--- src/rtl/deskew_pkg.sv ---
package deskew_pkg;

   typedef enum logic [1:0] {
      DSK_IDLE = 2'd0,
      DSK_CAL  = 2'd1,
      DSK_DONE = 2'd2
   } dsk_state_e;

   // Lower middle index of a run of adjacent phases
   function automatic int run_mid(input int start_idx, input int run_len);
      return start_idx + ((run_len > 0) ? (run_len - 1) / 2 : 0);
   endfunction

endpackage

--- src/rtl/dsk_phase_scorer.sv ---
module dsk_phase_scorer #(
   parameter int QUAL_WORDS = 16
) (
   input  logic clk,
   input  logic rst_n,
   input  logic start,
   input  logic active,
   input  logic word_end,
   input  logic smp,
   input  logic exp_bit,
   output logic qual
);
   localparam int CW = $clog2(QUAL_WORDS + 1);

   logic          werr_q;
   logic [CW-1:0] cnt_q;
   logic          miss;

   assign miss = (smp != exp_bit);
   assign qual = (cnt_q == CW'(QUAL_WORDS));

   always_ff @(posedge clk or negedge rst_n) begin
      if (!rst_n) begin
         werr_q <= 1'b0;
         cnt_q  <= '0;
      end else if (start) begin
         werr_q <= 1'b0;
         cnt_q  <= '0;
      end else if (active) begin
         if (word_end) begin
            werr_q <= 1'b0;
            if (werr_q || miss)
               cnt_q <= '0;
            else if (!qual)
               cnt_q <= cnt_q + CW'(1);
         end else begin
            werr_q <= werr_q | miss;
         end
      end
   end

   AST_QUAL_AT_BOUNDARY: assert property (@(posedge clk) disable iff (!rst_n)
      $rose(qual) |-> $past(active && word_end)) else $error("qual rose mid-word");

   AST_CNT_LIMIT: assert property (@(posedge clk) disable iff (!rst_n)
      cnt_q <= CW'(QUAL_WORDS)) else $error("run counter overflow");

endmodule

--- src/rtl/dsk_phase_picker.sv ---
module dsk_phase_picker
   import deskew_pkg::*;
#(
   parameter int NPH = 4,
   localparam int PW = (NPH > 1) ? $clog2(NPH) : 1
) (
   input  logic [NPH-1:0] qual,
   output logic           any_qual,
   output logic [PW-1:0]  pick
);
   int best_len;
   int best_st;
   int cur_len;
   int cur_st;

   always_comb begin
      best_len = 0;
      best_st  = 0;
      cur_len  = 0;
      cur_st   = 0;
      for (int p = 0; p < NPH; p++) begin
         if (qual[p]) begin
            if (cur_len == 0) cur_st = p;
            cur_len = cur_len + 1;
            // strict compare keeps the lower-indexed run on a tie
            if (cur_len > best_len) begin
               best_len = cur_len;
               best_st  = cur_st;
            end
         end else begin
            cur_len = 0;
         end
      end
      pick     = PW'(run_mid(best_st, best_len));
      any_qual = |qual;
   end

endmodule

--- src/rtl/dsk_ctrl.sv ---
module dsk_ctrl
   import deskew_pkg::*;
#(
   parameter int                NPH           = 4,
   parameter int                TRAIN_W       = 8,
   parameter logic [TRAIN_W-1:0] TRAIN_PAT    = 8'hB4,
   parameter int                TIMEOUT_WORDS = 40,
   localparam int               PW = (NPH > 1) ? $clog2(NPH) : 1
) (
   input  logic          clk,
   input  logic          rst_n,
   input  logic          deskew_req,
   input  logic          any_qual,
   input  logic [PW-1:0] pick,
   output logic          start,
   output logic          active,
   output logic          word_end,
   output logic          exp_bit,
   output logic [PW-1:0] sel,
   output logic          locked,
   output logic          cal_err
);
   localparam int BW = (TRAIN_W > 1) ? $clog2(TRAIN_W) : 1;
   localparam int TW = $clog2(TIMEOUT_WORDS + 1);

   dsk_state_e    state_q;
   logic [BW-1:0] bidx_q;
   logic [TW-1:0] words_q;
   logic          chk_q;

   assign start    = (state_q == DSK_IDLE) && deskew_req;
   assign active   = (state_q == DSK_CAL) && deskew_req;
   assign word_end = active && (bidx_q == BW'(TRAIN_W - 1));
   assign exp_bit  = TRAIN_PAT[BW'(TRAIN_W - 1) - bidx_q];

   always_ff @(posedge clk or negedge rst_n) begin
      if (!rst_n) begin
         state_q <= DSK_IDLE;
         bidx_q  <= '0;
         words_q <= '0;
         chk_q   <= 1'b0;
         sel     <= '0;
         locked  <= 1'b0;
         cal_err <= 1'b0;
      end else begin
         unique case (state_q)
            DSK_IDLE: begin
               if (deskew_req) begin
                  state_q <= DSK_CAL;
                  bidx_q  <= '0;
                  words_q <= '0;
                  chk_q   <= 1'b0;
                  locked  <= 1'b0;
                  cal_err <= 1'b0;
               end
            end
            DSK_CAL: begin
               if (!deskew_req) begin
                  state_q <= DSK_IDLE;
               end else begin
                  chk_q <= word_end;
                  if (word_end) begin
                     bidx_q <= '0;
                     if (words_q != TW'(TIMEOUT_WORDS))
                        words_q <= words_q + TW'(1);
                  end else begin
                     bidx_q <= bidx_q + BW'(1);
                  end
                  if (chk_q) begin
                     if (any_qual) begin
                        sel     <= pick;
                        locked  <= 1'b1;
                        state_q <= DSK_DONE;
                     end else if (words_q >= TW'(TIMEOUT_WORDS)) begin
                        cal_err <= 1'b1;
                        state_q <= DSK_DONE;
                     end
                  end
               end
            end
            DSK_DONE: begin
               if (!deskew_req) state_q <= DSK_IDLE;
            end
            default: state_q <= DSK_IDLE;
         endcase
      end
   end

   AST_SEL_FROZEN: assert property (@(posedge clk) disable iff (!rst_n)
      !deskew_req |=> $stable(sel)) else $error("selection moved in normal mode");

   AST_LOCK_ERR_EXCL: assert property (@(posedge clk) disable iff (!rst_n)
      !(locked && cal_err)) else $error("lock and error together");

   AST_LOCK_NEEDS_QUAL: assert property (@(posedge clk) disable iff (!rst_n)
      $rose(locked) |-> $past(any_qual)) else $error("lock without qualified phase");

   AST_ERR_KEEPS_SEL: assert property (@(posedge clk) disable iff (!rst_n)
      $rose(cal_err) |-> $stable(sel)) else $error("selection changed on timeout");

endmodule

--- src/rtl/oversample_deskew.sv ---
module oversample_deskew #(
   parameter int                 NPH           = 4,
   parameter int                 TRAIN_W       = 8,
   parameter logic [TRAIN_W-1:0] TRAIN_PAT     = 8'hB4,
   parameter int                 QUAL_WORDS    = 16,
   parameter int                 TIMEOUT_WORDS = 40
) (
   input  logic           clk,
   input  logic           rst_n,
   input  logic [NPH-1:0] phase_smp,
   input  logic           deskew_req,
   output logic           bit_out,
   output logic           bit_vld,
   output logic           locked,
   output logic           cal_err
);
   localparam int PW = (NPH > 1) ? $clog2(NPH) : 1;

   generate
      if (NPH < 2) begin : g_chk_nph
         $error("NPH must be at least 2");
      end
      if (TRAIN_W < 2) begin : g_chk_w
         $error("TRAIN_W must be at least 2");
      end
      if (QUAL_WORDS < 1 || TIMEOUT_WORDS < QUAL_WORDS) begin : g_chk_win
         $error("need 1 <= QUAL_WORDS <= TIMEOUT_WORDS");
      end
   endgenerate

   logic           start;
   logic           active;
   logic           word_end;
   logic           exp_bit;
   logic [NPH-1:0] qual;
   logic           any_qual;
   logic [PW-1:0]  pick;
   logic [PW-1:0]  sel;

   generate
      for (genvar g = 0; g < NPH; g++) begin : g_score
         dsk_phase_scorer #(.QUAL_WORDS(QUAL_WORDS)) u_score (
            .clk     (clk),
            .rst_n   (rst_n),
            .start   (start),
            .active  (active),
            .word_end(word_end),
            .smp     (phase_smp[g]),
            .exp_bit (exp_bit),
            .qual    (qual[g])
         );
      end
   endgenerate

   dsk_phase_picker #(.NPH(NPH)) u_pick (
      .qual    (qual),
      .any_qual(any_qual),
      .pick    (pick)
   );

   dsk_ctrl #(
      .NPH          (NPH),
      .TRAIN_W      (TRAIN_W),
      .TRAIN_PAT    (TRAIN_PAT),
      .TIMEOUT_WORDS(TIMEOUT_WORDS)
   ) u_ctrl (
      .clk       (clk),
      .rst_n     (rst_n),
      .deskew_req(deskew_req),
      .any_qual  (any_qual),
      .pick      (pick),
      .start     (start),
      .active    (active),
      .word_end  (word_end),
      .exp_bit   (exp_bit),
      .sel       (sel),
      .locked    (locked),
      .cal_err   (cal_err)
   );

   always_ff @(posedge clk or negedge rst_n) begin
      if (!rst_n) begin
         bit_out <= 1'b0;
         bit_vld <= 1'b0;
      end else begin
         bit_out <= phase_smp[sel];
         bit_vld <= !deskew_req;
      end
   end

   AST_VLD_OFF_IN_CAL: assert property (@(posedge clk) disable iff (!rst_n)
      deskew_req |=> !bit_vld) else $error("valid during calibration");

endmodule

--- config.mk ---
export PLATFORM = sky130hd
export DESIGN_NAME = oversample_deskew
export DESIGN_NICKNAME = d
export VERILOG_FILES = /design/src/rtl/deskew_pkg.sv /design/src/rtl/dsk_phase_scorer.sv /design/src/rtl/dsk_phase_picker.sv /design/src/rtl/dsk_ctrl.sv /design/src/rtl/oversample_deskew.sv
export SDC_FILE = /design/constraint.sdc
export NUM_CORES = 1
export LEC_CHECK = 0
export ABC_CLOCK_PERIOD_IN_PS = 5100
export BUFFER_PORTS_ARGS = -buffer_cell sky130_fd_sc_hd__buf_2
export CAP_MARGIN = 20
export CORE_ASPECT_RATIO = 0.7
export CORE_MARGIN = 2
export CORE_UTILIZATION = 55
export CTS_BUF_LIST = sky130_fd_sc_hd__clkbuf_2 sky130_fd_sc_hd__clkbuf_4 sky130_fd_sc_hd__clkbuf_8
export DETAILED_ROUTE_END_ITERATION = 8
export HOLD_SLACK_MARGIN = 0.15
export PLACE_DENSITY = 0.84
export SYNTH_ARGS = -nofsm -noshare
export SYNTH_HDL_FRONTEND = slang
export SYNTH_SLANG_ARGS = --single-unit
--- constraint.sdc ---
create_clock -name clk -period 5.1 [get_ports clk]
set_input_delay 1.02 -clock clk [delete_from_list [all_inputs] [get_ports clk]]
set_output_delay 1.02 -clock clk [all_outputs]
set_load 0.01 [all_outputs]
# ---- Word-level counts from Yosys, hierarchy flattened
# Memory sizes are Yosys's and may differ from the RTL's.
# Cells that the tools add are included.
dict set report totals {
  romBits 8
  word_cells 181
  mem_count 1
  out_inout_bits 4
  reg_bits 42
  in_bits 7
}
dict set report classes {
  eq_ne 27
  add_sub_neg 13
  n_reduce_logical 26
  magnitude_cmp 7
  n_mux 85
  bitwise_logic 5
}
# name depth width read_ports rd_clocked_by_memory_dff write_ports line_no
set mem_list {}
lappend mem_list {{(name not given)} 8 1 1 0 0 dsk_ctrl.sv:34} ;# assign exp_bit = TRAIN_PAT[BW'(TRAIN_W - 1) - bidx_q];
# cell count
set ops {}
lappend ops {{$mux W32} 8}
lappend ops {{$mux W5} 20}
lappend ops {{$logic_not A32 Y1} 3}
lappend ops {{$add A32 B2 Y32 const B} 2}
lappend ops {{$gt A32 B32 Y1} 2}
lappend ops {{$mux W2} 18}
lappend ops {{$gt A32 B1 Y1 const B} 1}
lappend ops {{$gt A32 B2 Y1} 1}
lappend ops {{$sub A32 B2 Y32 const B} 1}
lappend ops {{$mux W1} 25}
lappend ops {{$mux W6} 4}
lappend ops {{$add A5 B1 Y5 const B} 4}
lappend ops {{$eq A5 B5 Y1 const B} 4}
lappend ops {{$ne A2 B2 Y1 const B} 8}
lappend ops {{$reduce_and A3 Y1} 5}
lappend ops {{$pmux W6 S2} 1}
lappend ops {{$reduce_and A5 Y1} 2}
lappend ops {{$mux W3} 3}
lappend ops {{$ne A3 B3 Y1 const B} 3}
lappend ops {{$reduce_and A4 Y1} 2}
lappend ops {{$add A6 B1 Y6 const B} 1}
lappend ops {{$ge A6 B6 Y1 const B} 1}
lappend ops {{$ne A3 B2 Y1 const B} 2}
lappend ops {{$ne A6 B6 Y1 const B} 1}
lappend ops {{26 further kinds} 41}

# ---- Logic depth before layout (Yosys ltp)
dict set report logic_depth {
  depth_word 17
  depth_mapped 27
  ltp_nobuf 27
}

# ---- By module
# From an unflattened synthesis, not the netlist that was laid out.
dict set report unflattened {
  hier_cells 288
  hier_area_um2 3083.0
}
# module instances seq_area_each_um2 cells_each area_each_um2
set modules_own_cells {}
lappend modules_own_cells {dsk_phase_scorer 4 150.1 35 405.4}
lappend modules_own_cells {dsk_ctrl 1 400.4 78 833.3}
lappend modules_own_cells {dsk_phase_picker 1 0.0 66 551.8}
lappend modules_own_cells {oversample_deskew 1 50.0 4 76.3}

# ---- Least setup slack after synthesis
# No wires, ideal clock.
dict set report synth_path {
  kind {reg2reg}
  start {register g_score[0].u_score.cnt_q[0]}
  end {register u_ctrl.sel[1]}
  setup_ns 0.092
  stages_incl_launch_ff 28
  arrival_time_ns 4.674
  n_path_buf 0
  setup_slack_ns 0.334
  synth_period_minus_slack_ns 4.766
  required_ns 5.008
  path_cell_list {dfrtp_1 > inv_1 > ha_1 > and3_1 > inv_1 > ha_1 > ha_1 > nand2_1 > inv_1 > ha_1 > ha_1 > inv_1 > ha_1 > o21ai_1 > a32o_1 > nand2_1 > nor2_1 > a31o_2 > ha_1 > inv_1 > ha_1 > o21a_1 > ha_1 > or2_1 > a22oi_1 > nor2_1 > and3_1 > o31ai_2}
}
dict set report synth_via {
  elab_chain_cells 17
  word_cells_on_any_way 39
  cone_classes {6 x add/sub; 4 x order compare; 1 x eq/ne; 22 x mux; 1 x bitwise; 5 x reduce/logical}
}
# element line_no
set synth_rtl {}
lappend synth_rtl {{start, declared} dsk_phase_scorer.sv:16} ;# logic [CW-1:0] cnt_q;
lappend synth_rtl {{start signal, assigned} dsk_phase_scorer.sv:35} ;# cnt_q <= cnt_q + CW'(1);
lappend synth_rtl {{$eq A5 B5 Y1 (*)} dsk_phase_scorer.sv:20} ;# assign qual = (cnt_q == CW'(QUAL_WORDS));
lappend synth_rtl {{$mux W1} dsk_phase_picker.sv:22} ;# if (qual[p]) begin
lappend synth_rtl {{$add A1 B1 Y2} dsk_phase_picker.sv:24} ;# cur_len = cur_len + 1;
lappend synth_rtl {{$gt A32 B2 Y1} dsk_phase_picker.sv:26} ;# if (cur_len > best_len) begin
lappend synth_rtl {{$mux W32} dsk_phase_picker.sv:26}
lappend synth_rtl {{$mux W32} dsk_phase_picker.sv:22}
lappend synth_rtl {{$gt A32 B32 Y1} dsk_phase_picker.sv:26}
lappend synth_rtl {{$mux W32} dsk_phase_picker.sv:26}
lappend synth_rtl {{$mux W32} dsk_phase_picker.sv:22}
lappend synth_rtl {{$gt A32 B32 Y1} dsk_phase_picker.sv:26}
lappend synth_rtl {{$mux W32} dsk_phase_picker.sv:26}
lappend synth_rtl {{$mux W32} dsk_phase_picker.sv:22}
lappend synth_rtl {{$sub A32 B2 Y32} deskew_pkg.sv:11} ;# return start_idx + ((run_len > 0) ? (run_len - 1) / 2 : 0);
lappend synth_rtl {{$and A1 B1 Y1 (no line)} --}
lappend synth_rtl {{$add A2 B1 Y2 (no line)} --}
lappend synth_rtl {{$mux W2} deskew_pkg.sv:11}
lappend synth_rtl {{$add A2 B2 Y2} deskew_pkg.sv:11}
lappend synth_rtl {{end signal, assigned} dsk_ctrl.sv:71} ;# sel <= pick;
lappend synth_rtl {{end, declared} dsk_ctrl.sv:19} ;# output logic [PW-1:0] sel,
# Every way passes the cells marked *; elsewhere a longest branch is shown, timed or not. The select of a mux whose other input is x is not followed.
# A chain may end at the register's enable or synchronous reset.

# ---- Worst setup path in the final report
dict set report layout_path {
  start {register g_score[1].u_score.cnt_q[1]}
  end {register u_ctrl.sel[1]}
}
dict set report layout_via {
  elab_chain_cells 14
  word_cells_on_any_way 31
  cone_classes {5 x add/sub; 3 x order compare; 1 x eq/ne; 17 x mux; 1 x bitwise; 4 x reduce/logical}
}
# element line_no
set layout_rtl {}
lappend layout_rtl {{start, declared} dsk_phase_scorer.sv:16}
lappend layout_rtl {{start signal, assigned} dsk_phase_scorer.sv:35}
lappend layout_rtl {{$eq A5 B5 Y1 (*)} dsk_phase_scorer.sv:20}
lappend layout_rtl {{$mux W32} dsk_phase_picker.sv:22}
lappend layout_rtl {{$add A32 B2 Y32} dsk_phase_picker.sv:24}
lappend layout_rtl {{$gt A32 B32 Y1} dsk_phase_picker.sv:26}
lappend layout_rtl {{$mux W32} dsk_phase_picker.sv:26}
lappend layout_rtl {{$mux W32} dsk_phase_picker.sv:22}
lappend layout_rtl {{$gt A32 B32 Y1} dsk_phase_picker.sv:26}
lappend layout_rtl {{$mux W32} dsk_phase_picker.sv:26}
lappend layout_rtl {{$mux W32} dsk_phase_picker.sv:22}
lappend layout_rtl {{$sub A32 B2 Y32} deskew_pkg.sv:11}
lappend layout_rtl {{$and A1 B1 Y1 (no line)} --}
lappend layout_rtl {{$add A2 B1 Y2 (no line)} --}
lappend layout_rtl {{$mux W2} deskew_pkg.sv:11}
lappend layout_rtl {{$add A2 B2 Y2} deskew_pkg.sv:11}
# Every way passes the cells marked *; elsewhere a longest branch is shown, timed or not.

==> run_results.csv <==
group,metric,value,unit
status,status,"completed",
routing,postRouteAntennaNets,0,
critical_path,crit_type,"reg -> reg",
power,swShare,25.8,%
cts,cts.path.max_buffers,2,
power,pwr-share-comb,16.4,%
floorplan,start_util,57.3,%
placement,io_buffers,10,
power,pwr-share-seq,44.8,%
global_route,met2_usage,31.9,%
sta,worstMarginPinSlew,0.924,ns
placement,dpl_worst_slack,0.0222,ns
cts,htree_levels,2,
floorplan,rows,21,
power,p_int,0.000633,W
logic_synthesis,post-synth-top-count-cell,"dfrtp_1",
final_layout,nNetsFinal,348,
power,cellPowerDensity,278,mW/mm^2
logic_synthesis,synth-edff-count,0,
sta,fmax,207,MHz
sta,relSlewSlack,38.4,%
routing,drtPass1Iterations,5,
logic_synthesis,avgSynthCellArea,9.25,um^2
logic_synthesis,ys_seq_area_share,38.4,%
floorplan,die_area,0.00557,mm^2
placement,place.gp.congestion,0.882,
critical_path,crit_required,5.31,ns
power,clkPwrFrac,38.8,%
floorplan,die_x,88.3,um
critical_path,crit_arrival,5.05,ns
critical_path,crit_path_start_kind,"flop",
worst_hold_path,min_path_type,"reg -> reg",
global_route,grt.overflow.total,0,
floorplan,ioPinCount,11,
power,cellLeakagePower,1.39,nW
critical_path,rr_startpoint,"g_score[1].u_score.cnt_q[1]",
cts,clockRootBuffer,"clkbuf_8",
logic_synthesis,synth_cell_type_count,46,
global_route,top_usage_layer,"met1",
floorplan,core,0.00478,mm^2
global_route,antenna_found_initial,0,
final_layout,fillers,383,
logic_synthesis,ys.flop_type,"dfrtp_1",
cts,clock_latency,0.31,ns
critical_path,r2r-end,"u_ctrl.sel[1]",
logic_synthesis,synthTopCellsByCount,"dfrtp_1 (42), nand2_1 (31), ha_1 (29)",
job,maxCapViolations,0,
final_layout,drive_gt1_share,18.2,%
cts,clk_pin_slew_worst_paths,0.09,ns
routing,drt-initial-drc-count,227,
sta,holdWs,0.477,ns
routing,wl_per_cell,15.1,um
global_route,grt_pass1_vias,2066,
global_route,met3_usage,5.42,%
logic_synthesis,synth-seq-cells,42,
cts,cts_tree,"yes",
global_route,grt.total_usage,22.7,%
placement,dp_hpwl,4210,um
final_layout,antenna_cells,0,
routing,vias,2196,
sta,finalSetupViolCount,0,
critical_path,r2r_slack,0.26,ns
cts,cts-buffers-inserted,5,
sta,finalMaxSlewViolations,0,
worst_hold_path,min_to,"g_score[1].u_score.cnt_q[4]",
logic_synthesis,syn_area,0.00274,mm^2
final_layout,area_delta_synth_final,12.2,%
sta,fin_crit_sh,95.0,%
placement,dp.cells,372,
global_route,grt_start_max_net_pins,43,
worst_hold_path,worstHoldPathCells,1,
logic_synthesis,syn_inst,296,
critical_path,rr_worst_depth,27,
global_route,met1_usage,34.6,%
logic_synthesis,yosys-top-cells-area,"dfrtp_1 (38%), ha_1 (13%), nand2_1 (4.2%), o21ai_0 (4.2%), inv_1 (3.3%)",
sta,skew,0.0104,ns
critical_path,cp-end-kind,"flop",
global_route,grt_pass1_wl,9840,um
routing,vias_per_cell,5.75,
sta,layout_min_cycle_time,4.84,ns
logic_synthesis,yosysWarnings,0,
cts,cts_sinks,42,
logic_synthesis,synth_top_area_cell,"dfrtp_1",
final_layout,fin_cells,382,
logic_synthesis,synth_top_cell_area_share,38.4,%
critical_path,cp_max_fo,5,
worst_hold_path,holdCritStartpoint,"g_score[1].u_score.cnt_q[4]",
routing,drc,0,
floorplan,die-height,63.0,um
routing,wl,5780,um
sta,finalHoldViolations,0,
logic_synthesis,synthesis.nets,332,
power,p_switching,0.000220,W
power,ir_drop,0.000200,V
sta,postLayoutSetupSlackWorst,0.258,ns
logic_synthesis,async_flop_share,100,%
## sequential cells by signal, indices dropped and copies added, names as in the netlist
name,count
u_ctrl.chk_q,1
u_ctrl.locked,1
u_ctrl.cal_err,1
u_ctrl.words_q,6
bit_out,1
u_ctrl.state_q,2
u_ctrl.sel,2
g_score.u_score.werr_q,4
bit_vld,1
g_score.u_score.cnt_q,20
u_ctrl.bidx_q,3
## power by group through the flow
stage	Sequential (W)	Clock (W)	Combinational, W
finish	0.000382	0.000331	0.000140
global route	0.000386	0.000347	0.000160
CTS	0.000382	0.000331	0.000135
detailed placement	0.000389	0	0.000133
global placement	0.000387	0	0.000126
floorplan	0.000384	0	0.000101
## cells by family (layout without fill, tap and decap cells)
group / count (synthesis) / after routing / share of synthesized area, %
simple gates: 109 / 109 / 21.6
buf+inv: 31 / 48 / 4.43
fa+ha+maj: 29 / 29 / 13.2
xor+xnor: 10 / 10 / 3.47
compound gates: 69 / 69 / 16.0
flops: 42 / 42 / 38.4
mux: 6 / 6 / 2.88
## routing by layer
metal	wire length, um	share of wire, %
met1	2820	49
met5	0	0
met2	2560	44
met4	78	1.4
met3	322	5.6
## worst max-delay path: stages (launching register included)
cell     delay (ns)
dfrtp_1        0.43
inv_1          0.07
ha_1           0.14
nand3_1        0.12
inv_2          0.16
ha_2           0.26
ha_4           0.22
nand2_2        0.07
inv_1          0.04
ha_1           0.17
ha_1           0.27
inv_1          0.06
ha_1           0.29
o21ai_1        0.08
a32o_2         0.28
nand2_2        0.10
nor2_1         0.04
a31o_2         0.22
ha_1           0.26
inv_1          0.04
ha_1           0.26
o21a_1         0.11
ha_2           0.20
or2_1          0.24
a22oi_1        0.17
nor2_1         0.08
and3_1         0.16
o31ai_2        0.20
## layout by cell type, fill, tap and decap left out, drive strengths merged, types with 6 or more instances in the layout
| cell | instances |
|---|---|
| nand3 | 15 |
| o31ai | 9 |
| buf | 16 |
| a21oi | 7 |
| ha | 29 |
| o21ai | 29 |
| clkbuf | 6 |
| inv | 24 |
| or2 | 6 |
| nor2b | 11 |
| nand2 | 31 |
| dfrtp | 42 |
| nor2 | 23 |
## per-stage QoR
| step | total power, W | area, um^2 | util, % | setup TNS (ns) |
|---|---|---|---|---|
| after floorplan | 0.000484 | 2740 | - | 0 |
| after global placement | 0.000513 | 2870 | 60.1 | 0 |
| after detailed placement | 0.000522 | 2870 | 60.1 | 0 |
| after CTS | 0.000847 | 3020 | 63.1 | 0 |
| after global routing | 0.000893 | 3070 | 64.3 | -0.0178 |
| final | 0.000853 | 3070 | 64.3 | 0 |
## what timing repair did
action | in CTS | in global routing
hold buffers | 0 | 0
cloned | 0 | 0
buffers inserted | 0 | 2
setup endpoints to repair | 1 | 1
gates resized for setup | 1 | 10
## cell type report
type | count | area (um^2) | area share [%]
inverters | 24 | 90.1 | 2.93
flip-flops and latches | 42 | 1050 | 34.2
repair buffers | 16 | 95.1 | 3.09
clock buffers | 6 | 82.6 | 2.69
well taps | 69 | 86.3 | 2.81
clock inverters | 2 | 60.1 | 1.95
multi-input cells | 223 | 1610 | 52.3
## worst max-delay path by stage
stage	startpoint	end	slack (ns)	cells past startpoint
floorplan	g_score[0].u_score.cnt_q[0]	u_ctrl.sel[1]	0.33	27
global placement	g_score[0].u_score.cnt_q[0]	u_ctrl.sel[1]	0.24	27
detailed placement	g_score[0].u_score.cnt_q[0]	u_ctrl.sel[1]	0.02	27
CTS	g_score[0].u_score.cnt_q[0]	u_ctrl.sel[1]	0.05	27
global route	g_score[1].u_score.cnt_q[1]	u_ctrl.sel[1]	-0.02	27
finish	g_score[1].u_score.cnt_q[1]	u_ctrl.sel[1]	0.26	27
Power figures use the tool's default switching activity.
